**config.mk**
```make
export PLATFORM = sky130hd
export DESIGN_NAME = irq_status_unit
export DESIGN_NICKNAME = d
export VERILOG_FILES = /design/src/rtl/irq_stat_pkg.sv /design/src/rtl/irq_pending_layer.sv /design/src/rtl/irq_visible_layer.sv /design/src/rtl/irq_enable_regs.sv /design/src/rtl/irq_status_unit.sv
export SDC_FILE = /design/constraint.sdc
export NUM_CORES = 1
export LEC_CHECK = 0
export ABC_AREA = 1
export ABC_CLOCK_PERIOD_IN_PS = 1400
export BUFFER_PORTS_ARGS = -buffer_cell sky130_fd_sc_hd__buf_4
export CAP_MARGIN = 20
export CORE_MARGIN = 2
export CORE_UTILIZATION = 46
export DETAILED_ROUTE_END_ITERATION = 8
export PLACE_DENSITY = 0.75
export REMOVE_ABC_BUFFERS = 1
export SLEW_MARGIN = 20
export SYNTH_ARGS = -nofsm -noshare
export SYNTH_HDL_FRONTEND = slang
export SYNTH_SLANG_ARGS = --single-unit
export TNS_END_PERCENT = 5
```
**constraint.sdc**
```tcl
create_clock -name clk_i -period 1.4 [get_ports clk_i]
set_input_delay 0.28 -clock clk_i [delete_from_list [all_inputs] [get_ports clk_i]]
set_output_delay 0.28 -clock clk_i [all_outputs]
set_load 0.03 [all_outputs]
```
**src/rtl/irq_stat_pkg.sv**
```systemverilog
package irq_stat_pkg;
  parameter int unsigned STAT_W = 32;
  parameter int unsigned ERR_LO = 16;   // first bit of the error half
  parameter int unsigned SUM_BIT = 15;  // error summary
  parameter int unsigned GATED_BIT = 9; // enable bit needing the override
  parameter logic [STAT_W-1:0] CLR_MASK = 32'h317F_0237;
  parameter logic [STAT_W-1:0] EN_MASK  = 32'h317F_0337;

  typedef logic [STAT_W-1:0] stat_t;
endpackage

```
**src/rtl/irq_pending_layer.sv**
```systemverilog
module irq_pending_layer
  import irq_stat_pkg::*;
(
  input  logic  clk_i,
  input  logic  rst_ni,
  input  stat_t evt_i,
  input  logic  flush_i,
  input  stat_t stat_en_i,
  output stat_t pend_o
);
  stat_t pend_q, pend_d;

  // flush first, then post: new events survive a draining read
  always_comb begin
    pend_d = flush_i ? '0 : pend_q;
    if (|evt_i) begin
      pend_d = (pend_d | evt_i) & stat_en_i;
      pend_d[SUM_BIT] = |pend_d[STAT_W-1:ERR_LO];
    end
  end

  always_ff @(posedge clk_i or negedge rst_ni) begin
    if (!rst_ni) pend_q <= '0;
    else         pend_q <= pend_d;
  end

  assign pend_o = pend_q;
endmodule

```
**src/rtl/irq_visible_layer.sv**
```systemverilog
module irq_visible_layer
  import irq_stat_pkg::*;
(
  input  logic  clk_i,
  input  logic  rst_ni,
  input  logic  clr_i,
  input  stat_t clr_data_i,
  input  logic  merge_i,
  input  stat_t merge_data_i,
  output stat_t vis_o
);
  stat_t vis_q, clr_bits, add_bits;

  assign clr_bits = clr_i   ? (clr_data_i & CLR_MASK) : '0;
  assign add_bits = merge_i ? merge_data_i : '0;

  always_ff @(posedge clk_i or negedge rst_ni) begin
    if (!rst_ni) vis_q <= '0;
    else         vis_q <= (vis_q & ~clr_bits) | add_bits;
  end

  assign vis_o = vis_q;
endmodule

```
**src/rtl/irq_enable_regs.sv**
```systemverilog
module irq_enable_regs
  import irq_stat_pkg::*;
(
  input  logic  clk_i,
  input  logic  rst_ni,
  input  stat_t wdata_i,
  input  logic  stat_en_wr_i,
  input  logic  sig_en_wr_i,
  input  logic  ovr_wr_en_i,
  output stat_t stat_en_o,
  output stat_t sig_en_o
);
  stat_t stat_en_q, sig_en_q, stat_en_d;

  // per-bit write select; the gated bit also needs the override
  for (genvar b = 0; b < STAT_W; b++) begin : g_sen
    if (b == GATED_BIT) begin : g_gated
      assign stat_en_d[b] = (stat_en_wr_i && ovr_wr_en_i) ? (wdata_i[b] & EN_MASK[b])
                                                          : stat_en_q[b];
    end else begin : g_plain
      assign stat_en_d[b] = stat_en_wr_i ? (wdata_i[b] & EN_MASK[b]) : stat_en_q[b];
    end
  end

  always_ff @(posedge clk_i or negedge rst_ni) begin
    if (!rst_ni) begin
      stat_en_q <= '0;
      sig_en_q  <= '0;
    end else begin
      stat_en_q <= stat_en_d;
      if (sig_en_wr_i) sig_en_q <= wdata_i & EN_MASK;
    end
  end

  assign stat_en_o = stat_en_q;
  assign sig_en_o  = sig_en_q;
endmodule

```
**src/rtl/irq_status_unit.sv**
```systemverilog
module irq_status_unit
  import irq_stat_pkg::*;
(
  input  logic              clk_i,
  input  logic              rst_ni,
  input  logic [STAT_W-1:0] evt_i,
  input  logic              stat_rd_i,
  input  logic              stat_wr_i,
  input  logic              stat_en_wr_i,
  input  logic              sig_en_wr_i,
  input  logic              ovr_wr_en_i,
  input  logic [STAT_W-1:0] wdata_i,
  output logic [STAT_W-1:0] stat_rdata_o,
  output logic [STAT_W-1:0] stat_en_o,
  output logic [STAT_W-1:0] sig_en_o,
  output logic              irq_o
);
  stat_t pend_q, vis_q, sen_q, gen_q;

  irq_pending_layer u_pend (
    .clk_i     (clk_i),
    .rst_ni    (rst_ni),
    .evt_i     (evt_i),
    .flush_i   (stat_rd_i),
    .stat_en_i (sen_q),
    .pend_o    (pend_q)
  );

  irq_visible_layer u_vis (
    .clk_i        (clk_i),
    .rst_ni       (rst_ni),
    .clr_i        (stat_wr_i),
    .clr_data_i   (wdata_i),
    .merge_i      (stat_rd_i),
    .merge_data_i (pend_q),
    .vis_o        (vis_q)
  );

  irq_enable_regs u_en (
    .clk_i        (clk_i),
    .rst_ni       (rst_ni),
    .wdata_i      (wdata_i),
    .stat_en_wr_i (stat_en_wr_i),
    .sig_en_wr_i  (sig_en_wr_i),
    .ovr_wr_en_i  (ovr_wr_en_i),
    .stat_en_o    (sen_q),
    .sig_en_o     (gen_q)
  );

  assign stat_rdata_o = vis_q | pend_q;
  assign stat_en_o    = sen_q;
  assign sig_en_o     = gen_q;
  assign irq_o        = |(stat_rdata_o & sen_q & gen_q);
endmodule

```
==> results_dict.tcl, run 1 <==
set metrics [dict create \
    combPwrFrac 0.276 \
    violations "setup timing" \
    synth-compound-area-share 0.0536 \
    cts_tree "built" \
    cts-root-buf "clkbuf_8" \
    report.final.slew_viol_count 0 \
    finClkSkew_ns 0.00954 \
    syn-cell-area_um2 4510 \
    dp_hpwl_um 8050 \
    min_to "u_en.stat_en_o[9]$_DFFE_PN0P_" \
    switching_share 0.325 \
    grt_pass1_wl_um 18000 \
    clkLatencyLatePin_ns 0.37 \
    antenna_found_initial 0 \
    p_switching_w 0.00229 \
    route.detailed.drc 0 \
    setup_viol 15 \
    reg2reg_depth 9 \
    holdPathStages 2 \
    core_um2 9640 \
    port_buffers 122 \
    critPathKind "flip-flop to primary output" \
    r2r-start "u_pend.pend_o[24]$_DFF_PN0_" \
    p_leak_nw 3.24 \
    yosysUniqueCellTypes 21 \
    status "finished, violations left" \
    cp-start-kind "flip-flop" \
    fin_util 0.643 \
    h-tree-depth 3 \
    layout_commonest_cell "buf_4" \
    synth.mux.area_fraction 0.0649 \
    synth-simple-area-share 0.205 \
    cap_violations 0 \
    overflow 0 \
    p_int_w 0.00476 \
    synth_area_per_cell_um2 8.69 \
    drtIter0Drc 98 \
    die-area_um2 10600 \
    fmax_ghz 0.537 \
    totalPowerFinal_w 0.00706 \
    crit_fanout 2 \
    hold_class "primary input to flip-flop" \
    end_kind "primary output" \
    peakVddDrop_mv 0.654 \
    track_usage 0.222 \
    antennaDiodeCount 0 \
    clkSlewWorstSetupHoldPaths_ns 0.10 \
    cp_data_required_time_ns 1.12 \
    boundaryPins 168 \
    period_share 1.33 \
    grt_pass1_vias 3880 \
    antenna_left 0 \
    syn2layout_area_growth_pct 37.5 \
    seqCellArea_um2 2450 \
    grtUsageMet2 0.368 \
    vias 3821 \
    drive_gt1_frac 0.367 \
    gp_congestion 0.818 \
    layout_common_cells "149 x buf_4, 119 x nand2_1, 98 x dfrtp_1" \
    hp-start "ovr_wr_en_i" \
    postSynthCellCount 519 \
    p_clk_frac 0.270 \
    fill_cells 823 \
    grt_max_degree 48 \
    use_met1 0.288 \
    synth-seq-area-share 0.544 \
    yosys_warnings 0 \
    hold_violations 0 \
    fin_crit_ns 1.86 \
    grt_use_met3 0.0556 \
    multiInputGateArea_um2 1640 \
    seq_power_share 0.454 \
    wl_per_cell_um 13.3 \
    synth_xor_area_frac 0 \
    cts_made_buffers 9 \
    power.density_nw_per_um2 1140 \
    grt.busiest_layer "met2" \
    first_pass_iters 4 \
    worstReg2RegEnd "u_pend.pend_o[15]$_DFF_PN0_" \
    via_per_inst 4.61 \
    routed_wl_um 11000 \
    die_h_um 103 \
    r2r_slack_ns 0.17 \
    worstPathArrival_ns 1.58 \
    die_x_um 103 \
    rows 36 \
    rsz0062_at_grt "yes" \
    start_util 0.468 \
    numClockSinks 98 \
    ys_ff_latch 98 \
    clk_path_buf_depth 2 \
    synthAdderAreaFrac 0 \
    synth_top_family_by_area "simple AND/OR/NAND/NOR gates" \
    final.setup.worst_slack_ns -0.462 \
    nets 761 \
]
## how the worst max path moves through the flow
| stage | startpoint | end | slack (ns) | cells past startpoint |
|---|---|---|---|---|
| after floorplan | u_pend.pend_o[19]$_DFF_PN0_ | irq_o | -0.15 | 5 |
| after global placement | u_vis.vis_o[19]$_DFF_PN0_ | irq_o | -0.15 | 6 |
| after detailed placement | u_vis.vis_o[5]$_DFF_PN0_ | irq_o | -0.17 | 6 |
| after CTS | u_pend.pend_o[18]$_DFF_PN0_ | irq_o | -0.50 | 6 |
| after global routing | u_vis.vis_o[2]$_DFF_PN0_ | irq_o | -0.55 | 6 |
| final | u_vis.vis_o[5]$_DFF_PN0_ | irq_o | -0.46 | 6 |
## power by group through the flow
stage	registers [W]	logic, W	clock network (W)
floorplan	0.00343	0.000718	0
global placement	0.00323	0.00177	0
detailed placement	0.00324	0.00180	0
CTS	0.00320	0.00190	0.00194
global route	0.00323	0.00211	0.00208
finish	0.00320	0.00195	0.00190
## registers in the layout, summed over array words and instances (netlist names)
name / count
u_en.sig_en_o: 17
u_pend.pend_o: 32
u_vis.vis_o: 32
u_en.stat_en_o: 17
## worst max-delay path, stage by stage, from the launching register on
cell and delay, ns:
dfrtp_1 0.39, or2_4 0.25, nand3_2 0.06, nand4_1 0.11, nor2_2 0.16, nand3_2 0.10, buf_6 0.15
## what timing repair did
action / 4_1_cts / 5_1_grt
setup endpoints to repair: 15 / 27
buffers inserted: 2 / 2
hold endpoints to repair: 98 / 0
resized for setup: 28 / 29
hold buffers: 1 / 0
pin swaps: 13 / 6
## metal layers
metal,part of all wire,vias up
met5,0,-
met4,0.020,0
met3,0.074,24
met2,0.48,140
met1,0.43,1774
li1,-,1883
## layout make-up
class	instances	area share
tap	133	0.0269
inverter	77	0.0466
multi-input combinational	328	0.264
sequential	98	0.396
clock inverter	7	0.0129
clock buffer	9	0.0200
timing repair buffer	176	0.234
## synth_stat cells
| cell type | number | share of area |
|---|---|---|
| o21ai_0 | 38 | 0.042 |
| inv_1 | 76 | 0.063 |
| nor2_1 | 56 | 0.047 |
| or2_2 | 7 | 0.0097 |
| mux2_2 | 26 | 0.065 |
| clkbuf_1 | 8 | 0.0067 |
| nor2_2 | 1 | 0.0014 |
| nor2_4 | 1 | 0.0025 |
| nor3_1 | 4 | 0.0044 |
| nand3_1 | 26 | 0.029 |
| buf_6 | 2 | 0.0050 |
| nand2_4 | 1 | 0.0025 |
| buf_4 | 31 | 0.052 |
| inv_2 | 1 | 0.00083 |
| conb_1 | 1 | 0.00083 |
| buf_2 | 4 | 0.0044 |
| a21oi_1 | 9 | 0.010 |
| a31oi_1 | 1 | 0.0014 |
| dfrtp_1 | 98 | 0.54 |
| nand4_1 | 4 | 0.0056 |
| nand2_1 | 124 | 0.10 |
## cells by family after synthesis
| group | after synthesis |
|---|---|
| other | 1 |
| multiplexers | 26 |
| AO/OA/AOI/OAI | 48 |
| flip-flops | 98 |
| AND/OR/NAND/NOR | 224 |
| buffers and inverters | 122 |
## stage by stage
stage / instances / hold slack (ns) / area (um2) / setup slack, ns / setup TNS, ns
after detailed placement: 807 / 0.104 / 5800 / -0.168 / -1.74
after floorplan: 503 / -0.0156 / 4310 / -0.149 / -0.229
final: 828 / 0.0946 / 6200 / -0.462 / -1.86
after global routing: 828 / 0.0770 / 6200 / -0.547 / -2.68
after global placement: 807 / 0.103 / 5800 / -0.150 / -1.38
after CTS: 826 / 0.0756 / 6120 / -0.503 / -2.04
Power figures use the tool's default switching activity.
==> run 2: changes to the inputs <==
--- a/config.mk
+++ b/config.mk
@@ -5,14 +5,13 @@
 export SDC_FILE = /design/constraint.sdc
 export NUM_CORES = 1
 export LEC_CHECK = 0
-export ABC_AREA = 1
 export ABC_CLOCK_PERIOD_IN_PS = 1400
 export BUFFER_PORTS_ARGS = -buffer_cell sky130_fd_sc_hd__buf_4
 export CAP_MARGIN = 20
 export CORE_MARGIN = 2
 export CORE_UTILIZATION = 46
 export DETAILED_ROUTE_END_ITERATION = 8
-export PLACE_DENSITY = 0.75
+export PLACE_DENSITY = 0.76
 export REMOVE_ABC_BUFFERS = 1
 export SLEW_MARGIN = 20
 export SYNTH_ARGS = -nofsm -noshare
==> run 2 against run 1 <==
The flow still finishes with violations (setup timing). Hold slack improved by 0.069 ns. Non-clock buffer count rose by 31. Sequential power barely moved. Die area fell by 2.2%. Flip-flop and latch count did not move. Critical path depth fell by 1. Maximum frequency fell by 9.7%. Count of clock-buffer cells in the layout rose by 1. Largest cell class unchanged.
==> results_dict.tcl, run 2 <==
set metrics [dict create \
    grt_max_degree 99 \
    rsz0062_at_grt "yes" \
    rows 35 \
    postSynthCellCount 367 \
    end_kind "primary output" \
    synthFlopType "dfrtp_1" \
    reg2reg_depth 5 \
    ys_ff_latch 98 \
    track_usage 0.224 \
    core_um2 9280 \
    cts-root-buf "clkbuf_8" \
    clkLatencyLatePin_ns 0.36 \
    cts_tree "built" \
    h-tree-depth 3 \
    use_met1 0.300 \
    pre_cts_ws_ns -0.508 \
    grt_pass1_wl_um 17900 \
    hold_ws_ns 0.163 \
    cp-startpoint "u_vis.vis_o[16]$_DFF_PN0_" \
    async_reset_ff_frac 1.00 \
    yosysUniqueCellTypes 32 \
    power.density_nw_per_um2 1100 \
    die_x_um 102 \
    fin_area_um2 6480 \
    port_buffers 122 \
    grt_use_met3 0.0465 \
    p_leak_nw 3.34 \
    r2r-start "u_pend.pend_o[16]$_DFF_PN0_" \
    setup_viol 33 \
    die-area_um2 10400 \
    numClockSinks 98 \
    gp_congestion 0.785 \
    r2r_slack_ns 0.05 \
    peakVddDrop_mv 0.623 \
    synthTopCellsByArea "dfrtp_1 56%, mux2_2 8.7%, buf_4 5.1%" \
    final.setup.worst_slack_ns -0.660 \
    grtUsageMet2 0.380 \
    hold_class "primary input to flip-flop" \
    drive_gt1_frac 0.515 \
    layout_commonest_cell "buf_4" \
    cp_data_required_time_ns 1.12 \
    hold_violations 0 \
    syn2layout_area_growth_pct 47.1 \
    violations "setup timing" \
    synth_common_cells "98 x dfrtp_1, 34 x mux2_2, 32 x or2_2, 30 x buf_4, 18 x nor2b_1" \
    yosys_warnings 0 \
    boundaryPins 168 \
    antenna_found_initial 0 \
    first_pass_iters 4 \
    syn-cell-area_um2 4400 \
    fin_crit_ns 2.06 \
    cts_made_buffers 9 \
    synth_area_per_cell_um2 12.0 \
    synth-seq-area-share 0.557 \
    report.final.slew_viol_count 0 \
    totalPowerFinal_w 0.00715 \
    clkSlewWorstSetupHoldPaths_ns 0.11 \
    fmax_ghz 0.485 \
    vias 3499 \
    clk_path_buf_depth 2 \
    critPathKind "flip-flop to primary output" \
    crit_fanout 2 \
    layout_common_cells "152 x buf_4, 98 x dfrtp_1, 53 x buf_6" \
    start_util 0.474 \
    cap_violations 0 \
    via_per_inst 4.97 \
    synth_enable_flop_cells 0 \
    drtIter0Drc 104 \
    grt.busiest_layer "met2" \
    dp_hpwl_um 7850 \
    yosysMostFrequentCell "dfrtp_1" \
    relSlewSlack 0.654 \
    setup.worst_path.end "irq_o" \
    antenna_left 0 \
    route.detailed.drc 0 \
    synth_area_leader_cell "dfrtp_1" \
    worstReg2RegEnd "u_pend.pend_o[15]$_DFF_PN0_" \
    routed_wl_um 11400 \
    overflow 0 \
    die_h_um 102 \
    nets 641 \
    synth_top_area_frac 0.557 \
    antennaDiodeCount 0 \
    period_share 1.47 \
    tightest_slew_ns 0.520 \
    placed_area_um2 5920 \
    worstPathArrival_ns 1.78 \
    wl_per_cell_um 16.2 \
    finClkSkew_ns 0.0131 \
    grt_pass1_vias 3546 \
    status "finished, violations left" \
    cp-start-kind "flip-flop" \
]
==> run 2: cell types whose count changed in the layout (fill, tap and decap cells not counted), moves of 18 or more <==
| cell | change |
|---|---|
| nand3_1 | -19 |
| nor2_1 | -51 |
| or2_4 | +25 |
| o21ai_0 | -33 |
| inv_1 | -64 |
| nand2_1 | -102 |
| nor2b_1 | +18 |
| buf_6 | +30 |
==> run 2: per-layer routing <==
metal / vias to the layer above / part of all wire
li1: 1640 / -
met1: 1736 / 0.42
met2: 119 / 0.52
met3: 4 / 0.055
met4: 0 / 0.0060
met5: - / 0
==> run 2: report_power, final <==
part	internal (W)	total (W)	switching, W	leakage (nW)
logic	0.00107	0.00213	0.00106	2.02
registers	0.00305	0.00321	0.000156	1.23
clock network	0.000734	0.00180	0.00107	0.0969
==> run 2: kinds of logic (layout without fill, tap and decap cells) <==
kind of cell,after synthesis,after routing,synth area share
compound gates,63,63,0.109
buf+inv,44,223,0.0665
flops,98,98,0.557
mux,44,44,0.110
other cells,1,30,0.000852
simple gates,117,117,0.157
==> run 2: worst min-delay path by stage <==
stage | slack, ns | startpoint | cells after the start | end
2_1_floorplan | -0.02 | rst_ni | 0 | u_en.sig_en_o[0]$_DFFE_PN0P_
4_1_cts | 0.15 | wdata_i[21] | 2 | u_en.sig_en_o[21]$_DFFE_PN0P_
3_3_place_gp | 0.37 | rst_ni | 2 | u_vis.vis_o[3]$_DFF_PN0_
6_report | 0.16 | wdata_i[4] | 2 | u_en.stat_en_o[4]$_DFFE_PN0P_
3_5_place_dp | 0.38 | rst_ni | 2 | u_vis.vis_o[3]$_DFF_PN0_
5_1_grt | 0.14 | wdata_i[21] | 2 | u_en.sig_en_o[21]$_DFFE_PN0P_
==> run 2: final cells by class <==
| type | instances | area (um2) |
|---|---|---|
| Clock buffer | 10 | 138 |
| Timing Repair Buffer | 207 | 1770 |
| Clock inverter | 6 | 56.3 |
| Sequential cell | 98 | 2450 |
| Tap cell | 129 | 161 |
| Multi-Input combinational cell | 254 | 1900 |
| Fill cell | 699 | 2810 |
==> run 2: what timing repair did <==
item                                    CTS  global route
cloned                                    0             0
hold endpoints to repair                 82             0
buffers inserted                          1             2
pin swaps                                20             4
gates resized for setup                  87            13
endpoints found under the setup margin   65            65
hold buffers                              1             0
==> run 2: per-stage QoR <==
step / instances / util / TNS (ns)
3_3_place_gp: 684 / 0.637 / -15.00
3_5_place_dp: 684 / 0.637 / -15.71
2_1_floorplan: 352 / - / -1.17
6_report: 704 / 0.698 / -3.41
5_1_grt: 704 / 0.698 / -5.00
4_1_cts: 702 / 0.692 / -3.65
==> run 2: worst max-delay path: stages, from the launching register on <==
cell,delay (ns)
dfrtp_1,0.39
or2_4,0.25
a32o_2,0.26
a311oi_2,0.22
nand4_1,0.14
buf_6,0.17
